$ cat config.mk
export PLATFORM = sky130hd
export DESIGN_NAME = csk_adder
export DESIGN_NICKNAME = d
export VERILOG_FILES = /design/src/rtl/csk_pkg.sv /design/src/rtl/csk_gp_setup.sv /design/src/rtl/csk_group.sv /design/src/rtl/csk_sum.sv /design/src/rtl/csk_adder.sv
export SDC_FILE = /design/constraint.sdc
export NUM_CORES = 1
export LEC_CHECK = 0
export BUFFER_PORTS_ARGS = -buffer_cell sky130_fd_sc_hd__buf_4
export CAP_MARGIN = 10
export CORE_MARGIN = 10
export CORE_UTILIZATION = 45
export DETAILED_ROUTE_END_ITERATION = 12
export GPL_TIMING_DRIVEN = 0
export PLACE_DENSITY = 0.9
export SETUP_SLACK_MARGIN = 0.02
export SLEW_MARGIN = 20
export SYNTH_ARGS = -nofsm -noshare
export SYNTH_HDL_FRONTEND = slang
export SYNTH_SLANG_ARGS = --single-unit
export TNS_END_PERCENT = 20
$ cat constraint.sdc
create_clock -name vclk -period 18.9
set_clock_uncertainty 0.2 [all_clocks]
set_input_delay 0 -clock vclk [all_inputs]
set_output_delay 0 -clock vclk [all_outputs]
set_load 0.02 [all_outputs]
$ cat src/rtl/csk_pkg.sv
// Package: shared types for the carry-skip adder.
// Assumes: nothing beyond standard SystemVerilog packed structs.
package csk_pkg;

    // Per-bit carry behaviour: gen forces a carry, prop passes one on.
    typedef struct packed {
        logic gen;
        logic prop;
    } gp_t;

    // Number of groups for a given width and group size.
    function automatic int group_count(input int width, input int grp);
        return width / grp;
    endfunction

endpackage

$ cat src/rtl/csk_gp_setup.sv
// Module: csk_gp_setup
// Forms the generate (a AND b) and propagate (a XOR b) pair for every bit.
// Assumes: purely combinational; WIDTH >= 1.
module csk_gp_setup
    import csk_pkg::*;
#(
    parameter int WIDTH = 16
) (
    input  logic [WIDTH-1:0] a,
    input  logic [WIDTH-1:0] b,
    output gp_t  [WIDTH-1:0] gp
);

    genvar i;
    generate
        for (i = 0; i < WIDTH; i++) begin : g_bit
            // Per-bit generate and propagate.
            assign gp[i].gen  = a[i] & b[i];
            assign gp[i].prop = a[i] ^ b[i];
        end
    endgenerate

endmodule

$ cat src/rtl/csk_group.sv
// Module: csk_group
// One carry-skip group: a ripple chain over GROUP bits plus a bypass that
// forwards the group carry-in to the carry-out when every bit propagates.
// Assumes: GROUP >= 1; purely combinational.
module csk_group
    import csk_pkg::*;
#(
    parameter int GROUP = 4
) (
    input  gp_t  [GROUP-1:0] gp,
    input  logic             c_in,
    output logic [GROUP-1:0] bit_carry,
    output logic             c_out
);

    logic [GROUP:0]   chain;
    logic [GROUP-1:0] prop_vec;
    logic             block_prop;

    assign chain[0] = c_in;

    genvar i;
    generate
        for (i = 0; i < GROUP; i++) begin : g_ripple
            // Carry recurrence: generate, or propagate the incoming carry.
            assign chain[i+1]   = gp[i].gen | (gp[i].prop & chain[i]);
            assign prop_vec[i]  = gp[i].prop;
            assign bit_carry[i] = chain[i];
        end
    endgenerate

    // Group propagate: every bit passes its carry on.
    assign block_prop = &prop_vec;

    // Skip multiplexer: bypass the ripple chain when the group propagates.
    always_comb begin
        c_out = block_prop ? c_in : chain[GROUP];
    end

endmodule

$ cat src/rtl/csk_sum.sv
// Module: csk_sum
// Sum formation: each sum bit is its propagate XOR its incoming carry.
// Assumes: carry[i] is the carry into bit i.
module csk_sum
    import csk_pkg::*;
#(
    parameter int WIDTH = 16
) (
    input  gp_t  [WIDTH-1:0] gp,
    input  logic [WIDTH-1:0] carry,
    output logic [WIDTH-1:0] sum
);

    genvar i;
    generate
        for (i = 0; i < WIDTH; i++) begin : g_sum
            // Sum bit from propagate and carry.
            assign sum[i] = gp[i].prop ^ carry[i];
        end
    endgenerate

endmodule

$ cat src/rtl/csk_adder.sv
// Module: csk_adder (top)
// Carry-skip adder: WIDTH bits split into WIDTH/GROUP ripple groups, each with
// a group-propagate bypass. The carry-out is the skip output of the top group.
// Assumes: WIDTH is a whole multiple of GROUP; purely combinational, no reset.
module csk_adder
    import csk_pkg::*;
#(
    parameter int WIDTH = 16,
    parameter int GROUP = 4
) (
    input  logic [WIDTH-1:0] a_in,
    input  logic [WIDTH-1:0] b_in,
    input  logic             carry_in,
    output logic [WIDTH-1:0] sum_out,
    output logic             carry_out
);

    localparam int NGROUPS = group_count(WIDTH, GROUP);

    gp_t  [WIDTH-1:0]   gp;
    logic [WIDTH-1:0]   bit_carry;
    logic [NGROUPS:0]   grp_c;

    generate
        if ((WIDTH % GROUP) != 0) begin : g_bad_cfg
            $error("csk_adder: WIDTH must be a multiple of GROUP");
        end
    endgenerate

    // Setup stage: per-bit generate and propagate.
    csk_gp_setup #(.WIDTH(WIDTH)) u_setup (
        .a  (a_in),
        .b  (b_in),
        .gp (gp)
    );

    // The carry into group 0 is the adder carry-in.
    assign grp_c[0] = carry_in;

    genvar k;
    generate
        for (k = 0; k < NGROUPS; k++) begin : g_grp
            // One skip group per GROUP-bit slice, chained by group carries.
            csk_group #(.GROUP(GROUP)) u_group (
                .gp        (gp[k*GROUP +: GROUP]),
                .c_in      (grp_c[k]),
                .bit_carry (bit_carry[k*GROUP +: GROUP]),
                .c_out     (grp_c[k+1])
            );
        end
    endgenerate

    // Sum formation from propagate and per-bit carry.
    csk_sum #(.WIDTH(WIDTH)) u_sum (
        .gp    (gp),
        .carry (bit_carry),
        .sum   (sum_out)
    );

    // The final carry-out is the top group's skip output.
    assign carry_out = grp_c[NGROUPS];

endmodule

==> metrics.json, run 1 <==
{
  "synthesis": {
    "synth.area.top_cells": "fa_1 50%, ha_1 31%, inv_1 5.3%, nand4_1 3.9%, mux2_4 2.3%",
    "synth.lib_cells_used.distinct": 11,
    "synth-seq-area-share": 0,
    "dominant_combinational_cell_family_by_area_after_synthesis": "adder cells",
    "netlist_top_cells_count": "16 x fa_1, 16 x ha_1, 9 x inv_1",
    "yosys.area_share.adder": 0.809,
    "synth_xor_area_frac": 0,
    "synth.cell_area_um2": 643,
    "yosysTopAreaCellShare": 0.498,
    "synthesis.yosys.warnings": 0,
    "netlist.top_cell.by_area": "fa_1",
    "yosys.area_share.simple": 0.0681,
    "synth_compound_area_frac": 0.0467,
    "netlist_instances": 55,
    "syn-mean-instance-area_um2": 11.7,
    "postSynthNetCount": 120,
    "proportion_of_synthesized_area_in_mux_cells": 0.0233
  },
  "worst_setup_path": {
    "timing.critical_path.arrival_ns": 7.30,
    "critical_path_class": "input pin to output pin",
    "critical-path-top-cell-by-count": "fa_1",
    "critical_path.endpoint_type": "output pin",
    "crit_path_max_incr_delay_ns": 0.41,
    "cell_class_contributing_the_biggest_share_of_worst_path_delay": "adder cells",
    "critical_path.startpoint": "a_in[0]",
    "worstPathMaxFanout": 3,
    "critical-path-slowest-cell": "fa_1",
    "worst-endpoint-required_ns": 18.70,
    "worstSetupStartpointType": "input pin",
    "critical_path_buf_inv_count": 6
  },
  "floorplan": {
    "initial_core_util": 0.488,
    "die_w_um": 57.8,
    "die_outline_height_um": 57.8,
    "die_area_um2": 3340,
    "i_o_pin_total": 50,
    "core_um2": 1320,
    "num_rows": 13
  },
  "min_path": {
    "worst_hold_path_type": "input pin to output pin",
    "min_path_cells": 3,
    "hp-start": "b_in[14]",
    "whs_endpoint": "sum_out[14]"
  },
  "clock_network": {
    "post_cts_hold_buffer_count": 0,
    "number_of_buffers_inserted_by_post_cts_setup_repair": 0,
    "cts_resized": 0
  },
  "global_routing": {
    "grt_pass1_wl_mm": 3.35,
    "pin_count_of_the_biggest_net_entering_global_routing": 4,
    "grt_pass1_vias": 715,
    "grt_usage": 0.120,
    "globalRouteOverflowTotal": 0,
    "antenna_violations_before_repair": 0
  },
  "placed_design": {
    "dpl.cell_count": 120,
    "io_buffers": 50,
    "dpl_worst_slack_ns": 11.36,
    "place_congestion": 0.715,
    "dpl.hpwl_mm": 1.93
  },
  "finish": {
    "final_nets": 172,
    "seq_area_um2": 0,
    "multi_input_comb_area_um2": 609,
    "filler_cell_count": 89,
    "final_cells": 120,
    "final.clkbuf_count": 0,
    "n_sequential_cell": 0,
    "area_growth_syn_to_layout_pct": 61.3,
    "diodes": 0,
    "layout-drive-gt1-share": 0.495
  },
  "drt": {
    "ant_nets": 0,
    "detail_route.iter0.violations": 6,
    "routed_via_density": 4.68,
    "route.detailed.drc": 0,
    "drt_pass1_iterations": 2,
    "wl_per_cell_um": 16.5,
    "via_count": 562,
    "detail_route.wirelength_mm": 1.98
  },
  "pwr": {
    "vdd_ir_drop_max_uv": 21.3,
    "p_per_area_nw_per_um2": 41.0,
    "p_total_uw": 42.5,
    "p_leak_uw": 0.000562
  },
  "sta": {
    "post-route-min-period_ns": 7.50,
    "fin_setup_tns_ns": 0,
    "post-route-period-util": 0.397,
    "setup-violations-final": 0,
    "grt_setup_unrepaired": "no",
    "drv_slew": 0,
    "fmax_mhz": 133,
    "slew_hr": 0.834,
    "report.final.hold_viol_count": 0,
    "finalWorstSetupSlack_ns": 11.40,
    "worst_slew_pin_slew_ns": 0.246
  },
  "run": {
    "maxCapViolations": 0
  },
  "status": {
    "run_status": "finished, final reports clean"
  }
}
==> logic make-up (layout without fill, tap and decap cells) <==
family	after synthesis	count (layout)
compound gates	4	4
buf+inv	9	59
simple gates	9	9
fa+ha+maj	32	32
mux	1	1
==> worst max path at each step <==
stage	endpoint	slack [ns]	cells past startpoint
2_1_floorplan	sum_out[15]	11.94	25
3_3_place_gp	sum_out[15]	11.53	27
3_5_place_dp	sum_out[15]	11.36	27
4_1_cts	sum_out[15]	11.35	27
5_1_grt	sum_out[15]	11.06	27
6_report	sum_out[15]	11.40	27
==> metal layers <==
| metal | part of all wire | GRT usage | wire length, um | vias up |
|---|---|---|---|---|
| met5 | 0 | 0 | 0 | - |
| met4 | 0.014 | 0.0134 | 27 | 0 |
| met3 | 0.082 | 0.0283 | 162 | 2 |
| met2 | 0.57 | 0.253 | 1130 | 26 |
| met1 | 0.33 | 0.114 | 656 | 258 |
| li1 | - | - | - | 276 |
==> per-stage QoR <==
stage,hold slack (ns),area (um2),utilization
after floorplan,0.0561,643,-
after global placement,0.173,1040,0.787
after detailed placement,0.178,1040,0.787
after CTS,0.178,1040,0.787
after global routing,0.189,1040,0.787
final,0.174,1040,0.787
==> cell usage in the layout (no fill, tap or decap), drive strengths merged <==
cell	synthesis	final
mux2	1	1
nand2	2	2
a21oi	1	1
o21ai	1	1
inv	9	9
a41oi	1	1
nand4	4	4
ha	16	16
fa	16	16
a22oi	1	1
nor2	3	3
buf	0	50
==> power breakdown <==
group | switching, uW | internal (uW) | leakage [uW] | total [uW]
Combinational | 22.7 | 19.9 | 0.000562 | 42.5
Sequential | 0 | 0 | 0 | 0
Clock | 0 | 0 | 0 | 0
Total | 22.7 | 19.9 | 0.000562 | 42.5
==> final cells by class <==
class,count,share of cell area
inverters,9,0.0326
multi-input cells,46,0.587
well taps,15,0.0181
repair buffers,50,0.362
(Power assumes the default switching activity.)
==> inputs of run 2 (changes only) <==
--- a/config.mk
+++ b/config.mk
@@ -8,10 +8,10 @@
 export BUFFER_PORTS_ARGS = -buffer_cell sky130_fd_sc_hd__buf_4
 export CAP_MARGIN = 10
 export CORE_MARGIN = 10
-export CORE_UTILIZATION = 45
+export CORE_UTILIZATION = 38
 export DETAILED_ROUTE_END_ITERATION = 12
 export GPL_TIMING_DRIVEN = 0
-export PLACE_DENSITY = 0.9
+export PLACE_DENSITY = 0.81
 export SETUP_SLACK_MARGIN = 0.02
 export SLEW_MARGIN = 20
 export SYNTH_ARGS = -nofsm -noshare
==> constraint.sdc (replaced) <==
create_clock -name vclk -period 6.4
set_clock_uncertainty 0.2 [all_clocks]
set_input_delay 0 -clock vclk [all_inputs]
set_output_delay 0 -clock vclk [all_outputs]
set_load 0.02 [all_outputs]
==> metrics.json, run 2 (synthesis gave the netlist of run 1 again) <==
{
  "status": {
    "run_status": {"value": "complete, but fails checks", "change": "was finished, final reports clean"},
    "failed_checks": "setup timing"
  },
  "sta": {
    "worst_slew_pin_slew": {"value": 0.184, "unit": "ns", "change": "was 0.246 ns"},
    "setup-violations-final": {"value": 2, "change": "was 0"},
    "post-route-period-util": 1.05,
    "fmax_mhz": 149,
    "grt_setup_unrepaired": {"value": "yes", "change": "was no"},
    "fin_setup_tns": {"value": -0.477, "unit": "ns", "change": "was 0 ns"},
    "fin_hold_ws": {"value": 0.210, "unit": "ns", "change": "was 0.174 ns"},
    "finalWorstSetupSlack": {"value": -0.328, "unit": "ns", "change": "was 11.40 ns"},
    "drv_slew": {"value": 0, "change": "unchanged"},
    "post-route-min-period_ns": 6.73,
    "report.final.hold_viol_count": {"value": 0, "change": "unchanged"},
    "slew_hr": {"value": 0.878, "change": "was 0.834"}
  },
  "worst_setup_path": {
    "worstSetupStartpointType": {"value": "input pin", "change": "unchanged"},
    "critical-path-top-cell-by-count": {"value": "fa_2", "change": "was fa_1"},
    "worst-endpoint-required": {"value": 6.20, "unit": "ns", "change": "was 18.70 ns"},
    "worstPathMaxFanout": {"value": 3, "change": "unchanged"},
    "critical-path-slowest-cell": {"value": "fa_1", "change": "unchanged"},
    "critical_path.endpoint_type": {"value": "output pin", "change": "unchanged"},
    "crit_path_max_incr_delay": {"value": 0.41, "unit": "ns", "change": "about the same"},
    "critical_path_class": {"value": "input pin to output pin", "change": "unchanged"},
    "timing.critical_path.arrival": {"value": 6.53, "unit": "ns", "change": "was 7.30 ns"}
  },
  "finish": {
    "diodes": {"value": 0, "change": "unchanged"},
    "post-route-util": {"value": 0.703, "change": "was 0.787"},
    "leading_cell_types_in_the_layout_fill_and_taps_excluded": {"value": "48 x buf_4, 16 x ha_1, 14 x fa_2, 7 x inv_1, 4 x nand4_1", "change": "was 50 x buf_4, 16 x fa_1, 16 x ha_1, 9 x inv_1, 4 x nand4_1"},
    "most_common_cell_after_layout_fill_and_taps_aside": {"value": "buf_4", "change": "unchanged"},
    "seq_area": {"value": 0, "unit": "um2", "change": "unchanged"},
    "n_sequential_cell": {"value": 0, "change": "unchanged"},
    "final_nets": {"value": 172, "change": "unchanged"},
    "filler_cell_count": {"value": 119, "change": "was 89"},
    "area_growth_syn_to_layout": {"value": 70.4, "unit": "%", "change": "was 61.3%"},
    "layout-drive-gt1-share": {"value": 0.686, "change": "was 0.495"},
    "final.clkbuf_count": {"value": 0, "change": "unchanged"}
  },
  "pwr": {
    "cellInternalPower": {"value": 63.5, "unit": "uW", "change": "was 19.9 uW"},
    "p_leak": {"value": 0.000552, "unit": "uW", "change": "was 0.000562 uW"},
    "power.clock.fraction": {"value": 0, "change": "about the same"},
    "switching_fraction": {"value": 0.520, "change": "was 0.533"},
    "p_per_area": {"value": 121, "unit": "nW/um2", "change": "was 41.0 nW/um2"},
    "seq_power_share": {"value": 0, "change": "about the same"},
    "vdd_ir_drop_max": {"value": 59.9, "unit": "uV", "change": "was 21.3 uV"},
    "p_comb_frac": {"value": 1.000, "change": "about the same"},
    "switching_power": {"value": 68.8, "unit": "uW", "change": "was 22.7 uW"}
  },
  "drt": {
    "ant_nets": {"value": 0, "change": "unchanged"},
    "detail_route.iter0.violations": {"value": 2, "change": "was 6"},
    "wl_per_cell": {"value": 15.2, "unit": "um", "change": "was 16.5 um"},
    "route.detailed.drc": {"value": 0, "change": "unchanged"},
    "routed_via_density": {"value": 4.70, "change": "was 4.68"},
    "drt_pass1_iterations": {"value": 2, "change": "unchanged"},
    "detail_route.wirelength": {"value": 1.84, "unit": "mm", "change": "was 1.98 mm"},
    "via_count": {"value": 569, "change": "was 562"}
  },
  "min_path": {
    "min_path_cells": {"value": 3, "change": "unchanged"},
    "worst_hold_path_type": {"value": "input pin to output pin", "change": "unchanged"}
  },
  "floorplan": {
    "initial_core_util": {"value": 0.413, "change": "was 0.488"},
    "core": {"value": 1560, "unit": "um2", "change": "was 1320 um2"},
    "die_outline_height": {"value": 61.1, "unit": "um", "change": "was 57.8 um"},
    "die_w": {"value": 61.1, "unit": "um", "change": "was 57.8 um"},
    "num_rows": {"value": 14, "change": "was 13"},
    "i_o_pin_total": {"value": 50, "change": "unchanged"},
    "die_area": {"value": 3740, "unit": "um2", "change": "was 3340 um2"}
  },
  "global_routing": {
    "antenna_violations_before_repair": {"value": 0, "change": "unchanged"},
    "grt_pass1_wl": {"value": 2.95, "unit": "mm", "change": "was 3.35 mm"},
    "pin_count_of_the_biggest_net_entering_global_routing": {"value": 4, "change": "unchanged"},
    "globalRouteOverflowTotal": {"value": 0, "change": "unchanged"},
    "grt_pass1_vias": {"value": 612, "change": "was 715"},
    "grt_usage": {"value": 0.101, "change": "was 0.120"}
  },
  "placed_design": {
    "place_congestion": {"value": 0.749, "change": "was 0.715"},
    "dpl_worst_slack": {"value": -0.449, "unit": "ns", "change": "was 11.36 ns"},
    "dpl.hpwl": {"value": 1.79, "unit": "mm", "change": "was 1.93 mm"},
    "io_buffers": {"value": 50, "change": "unchanged"}
  },
  "run": {
    "maxCapViolations": {"value": 0, "change": "unchanged"}
  }
}
## run 2: final timing paths
path,start,end,slack [ns]
setup / recovery,b_in[0],sum_out[15],-0.33
hold / removal,b_in[3],sum_out[3],0.21
## run 2: final cells by class
class	instances	area (um2)	area share
Inverter	9	33.8	0.0308
Timing Repair Buffer	50	383	0.349
Tap cell	16	20.0	0.0183
Multi-Input combinational cell	46	659	0.602
## run 2: routing by layer
| layer | vias up | track usage | routed length (um) |
|---|---|---|---|
| li1 | 276 | - | - |
| met1 | 273 | 0.105 | 597 |
| met2 | 20 | 0.209 | 1080 |
| met3 | 0 | 0.0206 | 165 |
| met4 | 0 | 0 | 0 |
| met5 | - | 0 | 0 |
## run 2: power by group through the flow
stage	combinational (uW)	sequential [uW]	clock, uW
after floorplan	78.1	0	0
after global placement	128	0	0
after detailed placement	132	0	0
after CTS	135	0	0
after global routing	147	0	0
final	132	0	0
## run 2: critical path, delay by kind of cell
family,cells,cell delay (ns)
buffers and inverters,6,0.47
adder cells (fa/ha/maj),16,5.37
AND/OR/NAND/NOR,3,0.19
AO/OA/AOI/OAI,1,0.19
multiplexers,1,0.29
## run 2: stage by stage
step | total power [uW] | std cells | instance area (um2)
2_1_floorplan | 78.1 | 55 | 681
3_3_place_gp | 128 | 121 | 1080
3_5_place_dp | 132 | 121 | 1080
4_1_cts | 135 | 121 | 1090
5_1_grt | 147 | 121 | 1100
6_report | 132 | 121 | 1100
## run 2: repair_timing
| item | CTS | global route |
|---|---|---|
| buffers inserted | 0 | 0 |
| gates resized for setup | 5 | 3 |
| hold buffers | 0 | 0 |
| endpoints found under the setup margin | 3 | 3 |
==> inputs of run 3 (changes only) <==
--- a/config.mk
+++ b/config.mk
@@ -7,12 +7,11 @@
 export LEC_CHECK = 0
 export BUFFER_PORTS_ARGS = -buffer_cell sky130_fd_sc_hd__buf_4
 export CAP_MARGIN = 10
-export CORE_MARGIN = 10
 export CORE_UTILIZATION = 38
 export DETAILED_ROUTE_END_ITERATION = 12
 export GPL_TIMING_DRIVEN = 0
 export PLACE_DENSITY = 0.81
-export SETUP_SLACK_MARGIN = 0.02
+export SETUP_SLACK_MARGIN = 0.1
 export SLEW_MARGIN = 20
 export SYNTH_ARGS = -nofsm -noshare
 export SYNTH_HDL_FRONTEND = slang
==> metrics.json, run 3 (synthesis gave the netlist of run 1 again) <==
{
  "pwr": {
    "cellInternalPower": {"value": 63.8, "unit": "uW", "change": "was 63.5 uW"},
    "p_total": {"value": 130, "unit": "uW", "change": "was 132 uW"},
    "switching_power": {"value": 66.6, "unit": "uW", "change": "was 68.8 uW"},
    "seq_power_share": {"value": 0, "change": "about the same"},
    "power.clock.fraction": {"value": 0, "change": "about the same"},
    "p_comb_frac": {"value": 1.000, "change": "about the same"},
    "p_leak": {"value": 0.000556, "unit": "uW", "change": "was 0.000552 uW"},
    "p_per_area": {"value": 119, "unit": "nW/um2", "change": "was 121 nW/um2"},
    "vdd_ir_drop_max": {"value": 55.3, "unit": "uV", "change": "was 59.9 uV"},
    "switching_fraction": {"value": 0.511, "change": "was 0.520"}
  },
  "placed_design": {
    "dpl.cell_count": {"value": 121, "change": "unchanged"},
    "dpl.hpwl": {"value": 1.26, "unit": "mm", "change": "was 1.79 mm"},
    "place_congestion": {"value": 0.775, "change": "was 0.749"},
    "dpl_worst_slack": {"value": -0.465, "unit": "ns", "change": "was -0.449 ns"},
    "io_buffers": {"value": 50, "change": "unchanged"}
  },
  "worst_setup_path": {
    "worstSetupStartpointType": {"value": "input pin", "change": "unchanged"},
    "critical_path_buf_inv_count": {"value": 6, "change": "unchanged"},
    "timing.critical_path.arrival": {"value": 6.57, "unit": "ns", "change": "was 6.53 ns"},
    "critical-path-slowest-cell": {"value": "fa_1", "change": "unchanged"},
    "critical_path_class": {"value": "input pin to output pin", "change": "unchanged"},
    "worst-endpoint-required": {"value": 6.20, "unit": "ns", "change": "about the same"},
    "critical_path.endpoint_type": {"value": "output pin", "change": "unchanged"},
    "worst-path-stages": {"value": 27, "change": "unchanged"},
    "crit_path_max_incr_delay": {"value": 0.43, "unit": "ns", "change": "was 0.41 ns"},
    "critical-path-top-cell-by-count": {"value": "fa_2", "change": "unchanged"},
    "cell_class_contributing_the_biggest_share_of_worst_path_delay": {"value": "adder cells", "change": "unchanged"},
    "worstPathMaxFanout": {"value": 2, "change": "was 3"}
  },
  "min_path": {
    "whs_endpoint": {"value": "sum_out[3]", "change": "unchanged"},
    "worst_hold_path_type": {"value": "input pin to output pin", "change": "unchanged"},
    "min_path_cells": {"value": 3, "change": "unchanged"},
    "hp-start": {"value": "b_in[3]", "change": "unchanged"}
  },
  "floorplan": {
    "die_area": {"value": 1860, "unit": "um2", "change": "was 3740 um2"},
    "i_o_pin_total": {"value": 50, "change": "unchanged"},
    "num_rows": {"value": 14, "change": "unchanged"},
    "core": {"value": 1540, "unit": "um2", "change": "was 1560 um2"},
    "die_outline_height": {"value": 43.1, "unit": "um", "change": "was 61.1 um"},
    "initial_core_util": {"value": 0.417, "change": "was 0.413"},
    "die_w": {"value": 43.1, "unit": "um", "change": "was 61.1 um"}
  },
  "global_routing": {
    "grt.busiest_layer": {"value": "met2", "change": "unchanged"},
    "pin_count_of_the_biggest_net_entering_global_routing": {"value": 4, "change": "unchanged"},
    "gr-usage-met2": {"value": 0.331, "change": "was 0.209"},
    "grt_pass1_wl": {"value": 2.42, "unit": "mm", "change": "was 2.95 mm"},
    "use_met3": {"value": 0.0170, "change": "was 0.0206"},
    "grt_usage": {"value": 0.166, "change": "was 0.101"},
    "globalRouteOverflowTotal": {"value": 0, "change": "unchanged"},
    "grt_pass1_vias": {"value": 571, "change": "was 612"},
    "grt_use_met1": {"value": 0.198, "change": "was 0.105"},
    "antenna_violations_before_repair": {"value": 0, "change": "unchanged"}
  },
  "run": {
    "maxCapViolations": {"value": 0, "change": "unchanged"}
  },
  "sta": {
    "slew_hr": {"value": 0.892, "change": "was 0.878"},
    "report.final.hold_viol_count": {"value": 0, "change": "unchanged"},
    "fin_hold_ws": {"value": 0.174, "unit": "ns", "change": "was 0.210 ns"},
    "grt_setup_unrepaired": {"value": "yes", "change": "unchanged"},
    "fmax": {"value": 148, "unit": "MHz", "change": "was 149 MHz"},
    "worst_slew_pin_slew": {"value": 0.163, "unit": "ns", "change": "was 0.184 ns"},
    "finalWorstSetupSlack": {"value": -0.372, "unit": "ns", "change": "was -0.328 ns"},
    "setup-violations-final": {"value": 3, "change": "was 2"},
    "post-route-period-util": {"value": 1.06, "change": "was 1.05"},
    "drv_slew": {"value": 0, "change": "unchanged"},
    "post-route-min-period": {"value": 6.77, "unit": "ns", "change": "was 6.73 ns"}
  },
  "finish": {
    "final.clkbuf_count": {"value": 0, "change": "unchanged"},
    "final_cells": {"value": 122, "change": "was 121"},
    "filler_cell_count": {"value": 117, "change": "was 119"},
    "leading_cell_types_in_the_layout_fill_and_taps_excluded": {"value": "49 x buf_4, 16 x ha_1, 13 x fa_2, 6 x inv_1, 4 x nand4_1", "change": "was 48 x buf_4, 16 x ha_1, 14 x fa_2, 7 x inv_1, 4 x nand4_1"},
    "post-route-util": {"value": 0.709, "change": "was 0.703"},
    "area_growth_syn_to_layout": {"value": 70.0, "unit": "%", "change": "was 70.4%"},
    "multi_input_comb_area": {"value": 649, "unit": "um2", "change": "was 659 um2"},
    "final_nets": {"value": 173, "change": "was 172"},
    "most_common_cell_after_layout_fill_and_taps_aside": {"value": "buf_4", "change": "unchanged"},
    "seq_area": {"value": 0, "unit": "um2", "change": "unchanged"},
    "layout-drive-gt1-share": {"value": 0.660, "change": "was 0.686"},
    "n_sequential_cell": {"value": 0, "change": "unchanged"},
    "diodes": {"value": 0, "change": "unchanged"}
  },
  "drt": {
    "wl_per_cell": {"value": 11.1, "unit": "um", "change": "was 15.2 um"},
    "via_count": {"value": 568, "change": "was 569"},
    "detail_route.wirelength": {"value": 1.36, "unit": "mm", "change": "was 1.84 mm"},
    "ant_nets": {"value": 0, "change": "unchanged"},
    "route.detailed.drc": {"value": 0, "change": "unchanged"},
    "routed_via_density": {"value": 4.66, "change": "was 4.70"},
    "drt_pass1_iterations": {"value": 2, "change": "unchanged"},
    "detail_route.iter0.violations": {"value": 3, "change": "was 2"}
  },
  "status": {
    "failed_checks": {"value": "setup timing", "change": "unchanged"},
    "run_status": {"value": "complete, but fails checks", "change": "unchanged"}
  }
}
[run 3: worst max-delay path by stage]
| stage | to | slack [ns] | startpoint |
|---|---|---|---|
| 2_1_floorplan | sum_out[15] | -0.03 | a_in[0] |
| 3_3_place_gp | sum_out[15] | -0.42 | a_in[0] |
| 3_5_place_dp | sum_out[15] | -0.47 | a_in[0] |
| 4_1_cts | sum_out[15] | -0.46 | b_in[0] |
| 5_1_grt | sum_out[15] | -0.64 | b_in[0] |
| 6_report | sum_out[15] | -0.37 | b_in[0] |
[run 3: area by class of cell]
cell class	instances	area share
inverters	9	0.0309
multi-input cells	46	0.594
well taps	16	0.0183
repair buffers	51	0.357
[run 3: through the flow]
step / area, um2 / setup TNS (ns)
4_1_cts: 1080 / -0.804
5_1_grt: 1090 / -1.38
3_3_place_gp: 1080 / -0.633
6_report: 1090 / -0.570
3_5_place_dp: 1080 / -0.785
2_1_floorplan: 681 / -0.0328
[run 3: power by group through the flow]
stage               logic, uW  registers (uW)  clock network, uW
floorplan                78.1               0                  0
global placement          125               0                  0
global route              143               0                  0
finish                    130               0                  0
detailed placement        127               0                  0
CTS                       131               0                  0
[run 3: what timing repair did]
action	in CTS	in global routing
pin swaps	0	1
gates resized for setup	3	2
endpoints found under the setup margin	3	4
buffers inserted	0	1
hold buffers	0	0
cloned	0	0
hold endpoints to repair	0	0
[run 3: per-layer routing]
layer | wire length (um) | vias up
li1 | - | 274
met1 | 432 | 258
met2 | 760 | 36
met3 | 162 | 0
met4 | 0 | 0
met5 | 0 | -
